===== src/rtl/sema_pkg.sv =====
package sema_pkg;
   typedef enum logic [1:0] {
      OP_NONE = 2'd0,
      OP_ACQ  = 2'd1,
      OP_SET  = 2'd2,
      OP_CLR  = 2'd3
   } lock_op_e;
endpackage


===== src/rtl/sema_decode.sv =====
module sema_decode
   import sema_pkg::*;
#(
   parameter int NUM_LOCKS = 32,
   parameter int ADDR_W    = 8,
   parameter int DATA_W    = 32,
   localparam int IDX_W    = $clog2(NUM_LOCKS)
) (
   input  logic              req_valid,
   input  logic              req_write,
   input  logic [ADDR_W-1:0] req_addr,
   input  logic [DATA_W-1:0] req_wdata,
   output logic [IDX_W-1:0]  lock_idx,
   output logic              out_of_range,
   output lock_op_e          lock_op
);
   localparam int WIDX_W = ADDR_W - 2;

   logic [WIDX_W-1:0] word_idx;
   logic              in_range;

   assign word_idx = req_addr[ADDR_W-1:2];
   assign lock_idx = word_idx[IDX_W-1:0];

   generate
      if (NUM_LOCKS == (1 << WIDX_W)) begin : g_full_map
         assign in_range = 1'b1;
      end else begin : g_partial_map
         localparam logic [WIDX_W-1:0] LIMIT = WIDX_W'(NUM_LOCKS);
         assign in_range = (word_idx < LIMIT);
      end
   endgenerate

   assign out_of_range = !in_range;

   always_comb begin
      lock_op = OP_NONE;
      if (req_valid && in_range) begin
         if (!req_write)           lock_op = OP_ACQ;
         else if (|req_wdata)      lock_op = OP_SET;
         else                      lock_op = OP_CLR;
      end
   end
endmodule


===== src/rtl/sema_lock_bank.sv =====
module sema_lock_bank
   import sema_pkg::*;
#(
   parameter int NUM_LOCKS = 32,
   localparam int IDX_W    = $clog2(NUM_LOCKS)
) (
   input  logic                 clk,
   input  logic                 rst_n,
   input  logic [IDX_W-1:0]     lock_idx,
   input  lock_op_e             lock_op,
   output logic                 prior_bit,
   output logic [NUM_LOCKS-1:0] lock_q
);
   localparam logic [NUM_LOCKS-1:0] ONE_HOT0 = NUM_LOCKS'(1);

   genvar gi;
   generate
      for (gi = 0; gi < NUM_LOCKS; gi++) begin : g_cell
         logic hit;
         assign hit = (lock_op != OP_NONE) && (lock_idx == IDX_W'(gi));
         always_ff @(posedge clk or negedge rst_n) begin
            if (!rst_n) begin
               lock_q[gi] <= 1'b0;
            end else if (hit) begin
               lock_q[gi] <= (lock_op != OP_CLR);
            end
         end
      end
   endgenerate

   assign prior_bit = lock_q[lock_idx];


   acquire_sets_chk: assert property (@(posedge clk) disable iff (!rst_n)
      (lock_op == OP_ACQ) |=> lock_q[$past(lock_idx)]);


   release_clears_chk: assert property (@(posedge clk) disable iff (!rst_n)
      (lock_op == OP_CLR) |=> !lock_q[$past(lock_idx)]);


   others_untouched_chk: assert property (@(posedge clk) disable iff (!rst_n)
      (lock_op != OP_NONE) |=>
         (((lock_q ^ $past(lock_q)) & ~(ONE_HOT0 << $past(lock_idx))) == '0));
endmodule


===== src/rtl/sema_rsp.sv =====
module sema_rsp #(
   parameter int DATA_W = 32
) (
   input  logic              clk,
   input  logic              rst_n,
   input  logic              req_valid,
   input  logic              req_write,
   input  logic              out_of_range,
   input  logic              prior_bit,
   output logic              rsp_valid,
   output logic              rsp_err,
   output logic [DATA_W-1:0] rsp_rdata
);
   always_ff @(posedge clk or negedge rst_n) begin
      if (!rst_n) begin
         rsp_valid <= 1'b0;
         rsp_err   <= 1'b0;
         rsp_rdata <= '0;
      end else begin
         rsp_valid <= req_valid;
         rsp_err   <= req_valid && out_of_range;
         rsp_rdata <= (req_valid && !req_write && !out_of_range)
                      ? {{(DATA_W-1){1'b0}}, prior_bit} : '0;
      end
   end


   rsp_follows_req_chk: assert property (@(posedge clk) disable iff (!rst_n)
      req_valid |=> rsp_valid);


   no_spurious_rsp_chk: assert property (@(posedge clk) disable iff (!rst_n)
      !req_valid |=> !rsp_valid);


   write_rsp_zero_chk: assert property (@(posedge clk) disable iff (!rst_n)
      (req_valid && req_write) |=> (rsp_rdata == '0));
endmodule


===== src/rtl/sema_engine.sv =====
module sema_engine
   import sema_pkg::*;
#(
   parameter int NUM_LOCKS = 32,
   parameter int ADDR_W    = 8,
   parameter int DATA_W    = 32
) (
   input  logic              clk,
   input  logic              rst_n,
   input  logic              req_valid,
   input  logic              req_write,
   input  logic [ADDR_W-1:0] req_addr,
   input  logic [DATA_W-1:0] req_wdata,
   output logic              rsp_valid,
   output logic              rsp_err,
   output logic [DATA_W-1:0] rsp_rdata
);
   localparam int IDX_W = $clog2(NUM_LOCKS);

   generate
      if (NUM_LOCKS < 2) begin : g_bad_count
         $error("sema_engine: NUM_LOCKS must be at least 2");
      end
      if (ADDR_W < 3 || (1 << (ADDR_W - 2)) < NUM_LOCKS) begin : g_bad_addr
         $error("sema_engine: ADDR_W too narrow for NUM_LOCKS words");
      end
      if (DATA_W < 1) begin : g_bad_data
         $error("sema_engine: DATA_W must be positive");
      end
   endgenerate

   logic [IDX_W-1:0]     lock_idx;
   logic                 out_of_range;
   lock_op_e             lock_op;
   logic                 prior_bit;
   logic [NUM_LOCKS-1:0] lock_q;

   sema_decode #(.NUM_LOCKS(NUM_LOCKS), .ADDR_W(ADDR_W), .DATA_W(DATA_W)) u_decode (
      .req_valid   (req_valid),
      .req_write   (req_write),
      .req_addr    (req_addr),
      .req_wdata   (req_wdata),
      .lock_idx    (lock_idx),
      .out_of_range(out_of_range),
      .lock_op     (lock_op)
   );

   sema_lock_bank #(.NUM_LOCKS(NUM_LOCKS)) u_bank (
      .clk      (clk),
      .rst_n    (rst_n),
      .lock_idx (lock_idx),
      .lock_op  (lock_op),
      .prior_bit(prior_bit),
      .lock_q   (lock_q)
   );

   sema_rsp #(.DATA_W(DATA_W)) u_rsp (
      .clk         (clk),
      .rst_n       (rst_n),
      .req_valid   (req_valid),
      .req_write   (req_write),
      .out_of_range(out_of_range),
      .prior_bit   (prior_bit),
      .rsp_valid   (rsp_valid),
      .rsp_err     (rsp_err),
      .rsp_rdata   (rsp_rdata)
   );


   bad_addr_no_change_chk: assert property (@(posedge clk) disable iff (!rst_n)
      (req_valid && out_of_range) |=> ($stable(lock_q) && rsp_err));


   read_upper_zero_chk: assert property (@(posedge clk) disable iff (!rst_n)
      rsp_valid |-> (rsp_rdata[DATA_W-1:1] == '0));
endmodule


===== config.mk =====
export PLATFORM = sky130hd
export DESIGN_NAME = sema_engine
export DESIGN_NICKNAME = d
export VERILOG_FILES = /design/src/rtl/sema_pkg.sv /design/src/rtl/sema_decode.sv /design/src/rtl/sema_lock_bank.sv /design/src/rtl/sema_rsp.sv /design/src/rtl/sema_engine.sv
export SDC_FILE = /design/constraint.sdc
export NUM_CORES = 1
export LEC_CHECK = 0
export BUFFER_PORTS_ARGS = -buffer_cell sky130_fd_sc_hd__buf_2
export CAP_MARGIN = 30
export CORE_ASPECT_RATIO = 1.5
export CORE_MARGIN = 8
export CORE_UTILIZATION = 45
export DETAILED_ROUTE_END_ITERATION = 6
export PLACE_DENSITY = 0.81
export SYNTH_ARGS = -nofsm -noshare
export SYNTH_HDL_FRONTEND = slang
export SYNTH_SLANG_ARGS = --single-unit
export TNS_END_PERCENT = 20

===== constraint.sdc =====
create_clock -name clk -period 1.53 [get_ports clk]
set_input_delay 0.459 -clock clk [delete_from_list [all_inputs] [get_ports clk]]
set_output_delay 0.459 -clock clk [all_outputs]
set_load 0.02 [all_outputs]

=== Yosys cells after proc, flatten, opt, wreduce, memory -nomap -nowiden ===
Cells that the tools add are included.

* Bits in registers: 35
* Input bits: 44
* Output and inout bits: 34

* $lt $le $gt $ge: 2
* Eq/ne operators: 32
* Multiplexer cells: 6
* Reduce and logical (&&, ||, !) cells: 41

{| class="wikitable"
|+ Operator list
! operator !! number
|-
| $eq 5x5->1 const B || 16
|-
| $eq 5x4->1 const B || 8
|-
| $logic_and 1x1->1 || 36
|-
| $reduce_or 32->1 || 1
|-
| $eq 5x3->1 const B || 4
|-
| $eq 5x2->1 const B || 2
|-
| $lt 5x6->1 const B || 1
|-
| $lt 6x6->1 const B || 1
|-
| $bmux 1 s5 || 1
|-
| $eq 5x1->1 const B || 1
|-
| $logic_not 5->1 || 1
|-
| $mux 2 || 2
|-
| $mux 1 || 3
|-
| $logic_not 1->1 || 2
|-
| $ne 2x2->1 const B || 1
|-
| $reduce_bool 2->1 || 1
|}

=== Depth between registers and ports, before layout ===
* Depth in word-level cells: 6
* Gate-level depth with buffers: 6

=== By module ===
A second synthesis with hierarchy kept.

* Cell total of the unflattened synthesis: 207
* Area, all modules: 2182.1 um^2

{| class="wikitable"
|+ By module, submodules not included
! module !! times used !! cells an instance !! area each (um^2) !! sequential area each (um^2)
|-
| sema_lock_bank || 1 || 151 || 1715.4 || 800.8
|-
| sema_rsp || 1 || 37 || 330.3 || 75.1
|-
| sema_decode || 1 || 19 || 136.4 || 0.0
|}

=== Least setup slack after synthesis ===
OpenSTA, ideal clock, no wires.

* Path type: input to register
* From: input req_addr[2]
* To: register u_rsp.rsp_rdata[0]
* Arrival: 1.793 ns
* Setup slack: -0.406 ns
* Cell stages on the path: 5
* Path buffers: 1
* Cell sequence: buf_6 > mux4_1 > mux2_2 > a2111oi_2 > a2111oi_1

* Longest elaborated chain between the ends: 3

{| class="wikitable"
|+ Ends and longest elaborated chain
! element !! RTL line !! text
|-
| from (decl) || sema_engine.sv:12 || <nowiki>input logic [ADDR_W-1:0] req_addr,</nowiki>
|-
| $bmux 1 s5 / $lt 6x6->1 (equally long branches) || sema_lock_bank.sv:31, sema_decode.sv:30 ||
|-
| $mux 1 (implied by the code) / $logic_and 1x1->1 (equally long branches) || sema_lock_bank.sv:31, sema_rsp.sv:22 ||
|-
| $mux 1 (*) || sema_rsp.sv:23 || <nowiki>? {{(DATA_W-1){1'b0}}, prior_bit} : '0;</nowiki>
|-
| to (signal assigned) || sema_rsp.sv:22 || <nowiki>rsp_rdata <= (req_valid && !req_write && !out_of_range)</nowiki>
|-
| to (decl) || sema_rsp.sv:12 || <nowiki>output logic [DATA_W-1:0] rsp_rdata</nowiki>
|}

Every way passes the cells marked *; elsewhere a longest branch is shown, timed or not. The select of a mux whose other input is x is not followed.
A chain may end at the register's enable or synchronous reset.

=== Worst setup path after layout ===
* From: register u_bank.lock_q[31]
* To: register u_rsp.rsp_rdata[0]

* Longest elaborated chain between the ends: 3

{| class="wikitable"
|+ Ends and longest elaborated chain
! element !! RTL line !! text
|-
| from (decl) || sema_lock_bank.sv:12 || <nowiki>output logic [NUM_LOCKS-1:0] lock_q</nowiki>
|-
| from (signal, indexed assignment) || sema_lock_bank.sv:25 || <nowiki>lock_q[gi] <= (lock_op != OP_CLR);</nowiki>
|-
| $bmux 1 s5 || sema_lock_bank.sv:31 || <nowiki>assign prior_bit = lock_q[lock_idx];</nowiki>
|-
| $mux 1 (implied by the code) || sema_lock_bank.sv:31 ||
|-
| $mux 1 || sema_rsp.sv:23 ||
|}

No other way between the ends. The select of a mux whose other input is x is not followed.

==> impl_metrics.json <==
{
  "ys_ff_latch": 35,
  "period_minus_slack_ps": 1670,
  "crit_arrival_ps": 1840,
  "fin_crit_sh_pct": 109,
  "synth_cell_types": 29,
  "detail-route-antenna-nets": 0,
  "final_area_um2": 2910,
  "drt_first_iter_violations": 110,
  "max_cap_violations": 0,
  "synth_edf_count": 0,
  "grt.overflow.total": 0,
  "switching_share_pct": 27.3,
  "slowest_delay_ps": 480,
  "peakVddDrop_uv": 429,
  "end_kind": "register",
  "die_y_um": 100,
  "clockBufferDepth": 2,
  "num_rows": 30,
  "switching_power_w": 0.000707,
  "leakage_nw": 1.38,
  "crit_fanout": 2,
  "async_reset_ff_share_pct": 100,
  "reg2reg_depth": 4,
  "r2r_setup_slack_ps": -140,
  "p_per_area_nw_per_um2": 889,
  "hold_class": "in -> async",
  "ys.flop_type": "dfrtp_1",
  "via_count": 1776,
  "r2r_start": "u_bank.lock_q[31]$_DFFE_PN0P_",
  "clock_skew_ps": 6.97,
  "start_util_pct": 47.1,
  "required_ps": 1700,
  "max_freq_mhz": 598,
  "cts_root_buffer": "clkbuf_8",
  "clkLatencyLatePin_ps": 290,
  "mostFrequentLayoutCells": "buf_2, dfrtp_1, conb_1, buf_4, mux2_2",
  "synth_warnings": 0,
  "avgRoutedWirePerCell_um": 18.8,
  "final_layout_size_suffix_gt1_share_pct": 52.6,
  "finalWorstSetupSlack_ps": -141,
  "grt_setup_unrepaired": "true",
  "routed-wl-met2_mm": 3.21,
  "hold_viol": 0,
  "crit_path_top_delay_cell": "mux4_2",
  "pwr-share-comb_pct": 25.9,
  "status": "complete, but fails checks",
  "totalWireLength_mm": 6.29,
  "drc": 0,
  "cts_sinks": 35,
  "hpwl_mm": 4.46,
  "slew_violations": 0,
  "synthXorXnorAreaFrac_pct": 0,
  "synth_top_family_by_area": "multiplexers",
  "path_clk_slew_ps": 70,
  "synth-compound-area-share_pct": 1.93,
  "finalPower_w": 0.00259,
  "n_fill_cell": 328,
  "io_buffers": 44,
  "grt_pass1_wl_mm": 8.64,
  "violations": "negative setup slack",
  "internal_power_w": 0.00188,
  "crit_type": "reg -> reg",
  "cts_tree": "built",
  "start_kind": "register",
  "syn_area_um2": 2140,
  "muxShareOfSynthArea_pct": 27.3,
  "critPathCapture": "u_rsp.rsp_rdata[0]$_DFF_PN0_",
  "highest_layer": "met4",
  "syn_area_per_cell_um2": 11.1,
  "fin_nets": 313,
  "synthAdderAreaFrac_pct": 0,
  "pin_count": 78,
  "met1_length_mm": 2.13,
  "cts_buffers": 5,
  "placed_cell_area_um2": 2560,
  "gp_congestion": 0.870,
  "startpoint": "u_bank.lock_q[31]$_DFFE_PN0P_",
  "diodes": 0,
  "seq_area_frac_synth_pct": 40.9,
  "grt_pass1_vias": 1818,
  "coreArea_um2": 4540,
  "setup_viol": 33,
  "fp.dieW_um": 72.3,
  "syn_inst": 193,
  "routed_via_density": 5.32,
  "r2r-end": "u_rsp.rsp_rdata[0]$_DFF_PN0_",
  "hold_ws_ps": 80.3,
  "p_seq_share_pct": 45.8,
  "finish.utilization_pct": 64.1,
  "final_common_cell": "buf_2",
  "dieArea_um2": 7260,
  "htreeDepth": 2,
  "dr.pass1.iters": 4,
  "dr_wl_met3_um": 629,
  "clockPowerShare_pct": 28.3,
  "yosys.area_share.simple_pct": 16.8,
  "syn_to_final_growth_pct": 36.1,
  "grt_max_degree": 33,
  "antenna_found_initial": 0,
  "path_cells": "mux4_2 -> mux2_4 -> a2111oi_4 -> a2111oi_2",
  "gr-usage-all-layers_pct": 15.4
}
==> synth_stat cells, types with 4 or more instances <==
| cell | number | share of area (%) |
|---|---|---|
| buf_4 | 31 | 11 |
| clkbuf_1 | 7 | 1.2 |
| dfrtp_1 | 35 | 41 |
| mux2_2 | 36 | 19 |
| mux4_1 | 6 | 7.4 |
| nand2_1 | 15 | 2.6 |
| nand3_1 | 5 | 1.2 |
| nor2_1 | 13 | 2.3 |
| nor2b_1 | 4 | 1.2 |
| nor3_1 | 8 | 1.9 |
| nor4_1 | 6 | 1.8 |
==> area by class of cell <==
class	count	area, um^2	share of cell area, %
multi-input combinational	148	1260	43.4
tap	64	80.1	2.75
timing repair buffer	79	591	20.3
clock buffer	8	100	3.44
sequential	35	876	30.1
==> timing repair <==
item,CTS,global route
endpoints found under the setup margin,33,33
hold buffers,0,0
buffers inserted,2,1
gates resized for setup,11,29
pin swaps,0,9
gates cloned,0,3
==> flip-flops by register name, indices dropped and copies added (netlist names) <==
signal / count
u_bank.lock_q: 32
u_rsp.rsp_err: 1
u_rsp.rsp_rdata: 1
u_rsp.rsp_valid: 1
==> layer usage <==
layer  up-vias  GRT usage [%]
li1        775              -
met1       867           12.9
met2       110           28.6
met3        24           5.18
met4         0           11.7
met5         -              0
==> metrics by stage <==
step           instances  worst slack (ps)  setup TNS [ps]
2_1_floorplan        223              -267           -2080
3_3_place_gp         320              -425          -11490
3_5_place_dp         320              -469          -12250
4_1_cts              330              -111            -115
5_1_grt              334              -193           -2070
6_report             334              -141           -1420
==> worst min-delay path by stage <==
| stage | start | end | slack, ps |
|---|---|---|---|
| 2_1_floorplan | rst_n | u_bank.lock_q[0]$_DFFE_PN0P_ | 160 |
| 3_3_place_gp | rst_n | u_bank.lock_q[30]$_DFFE_PN0P_ | 400 |
| 3_5_place_dp | rst_n | u_bank.lock_q[31]$_DFFE_PN0P_ | 400 |
| 4_1_cts | rst_n | u_bank.lock_q[23]$_DFFE_PN0P_ | 90 |
| 5_1_grt | rst_n | u_bank.lock_q[23]$_DFFE_PN0P_ | 100 |
| 6_report | rst_n | u_bank.lock_q[27]$_DFFE_PN0P_ | 80 |
==> kinds of logic after synthesis <==
family,after synthesis
buf+inv,40
compound gates,4
mux,44
other cells,1
simple gates,69
flops,35
==> power by group through the flow <==
stage	sequential [W]	combinational, W	clock [W]
2_1_floorplan	0.00116	0.000444	0
3_3_place_gp	0.00119	0.000549	0
3_5_place_dp	0.00120	0.000571	0
4_1_cts	0.00118	0.000608	0.000741
5_1_grt	0.00120	0.000714	0.000780
6_report	0.00119	0.000670	0.000734
==> worst max-delay path, delay by kind of cell (launching register included) <==
family | cells | cell delay (ps)
flops | 1 | 390
mux | 2 | 780
compound gates | 2 | 380
Power figures use the tool's default switching activity.
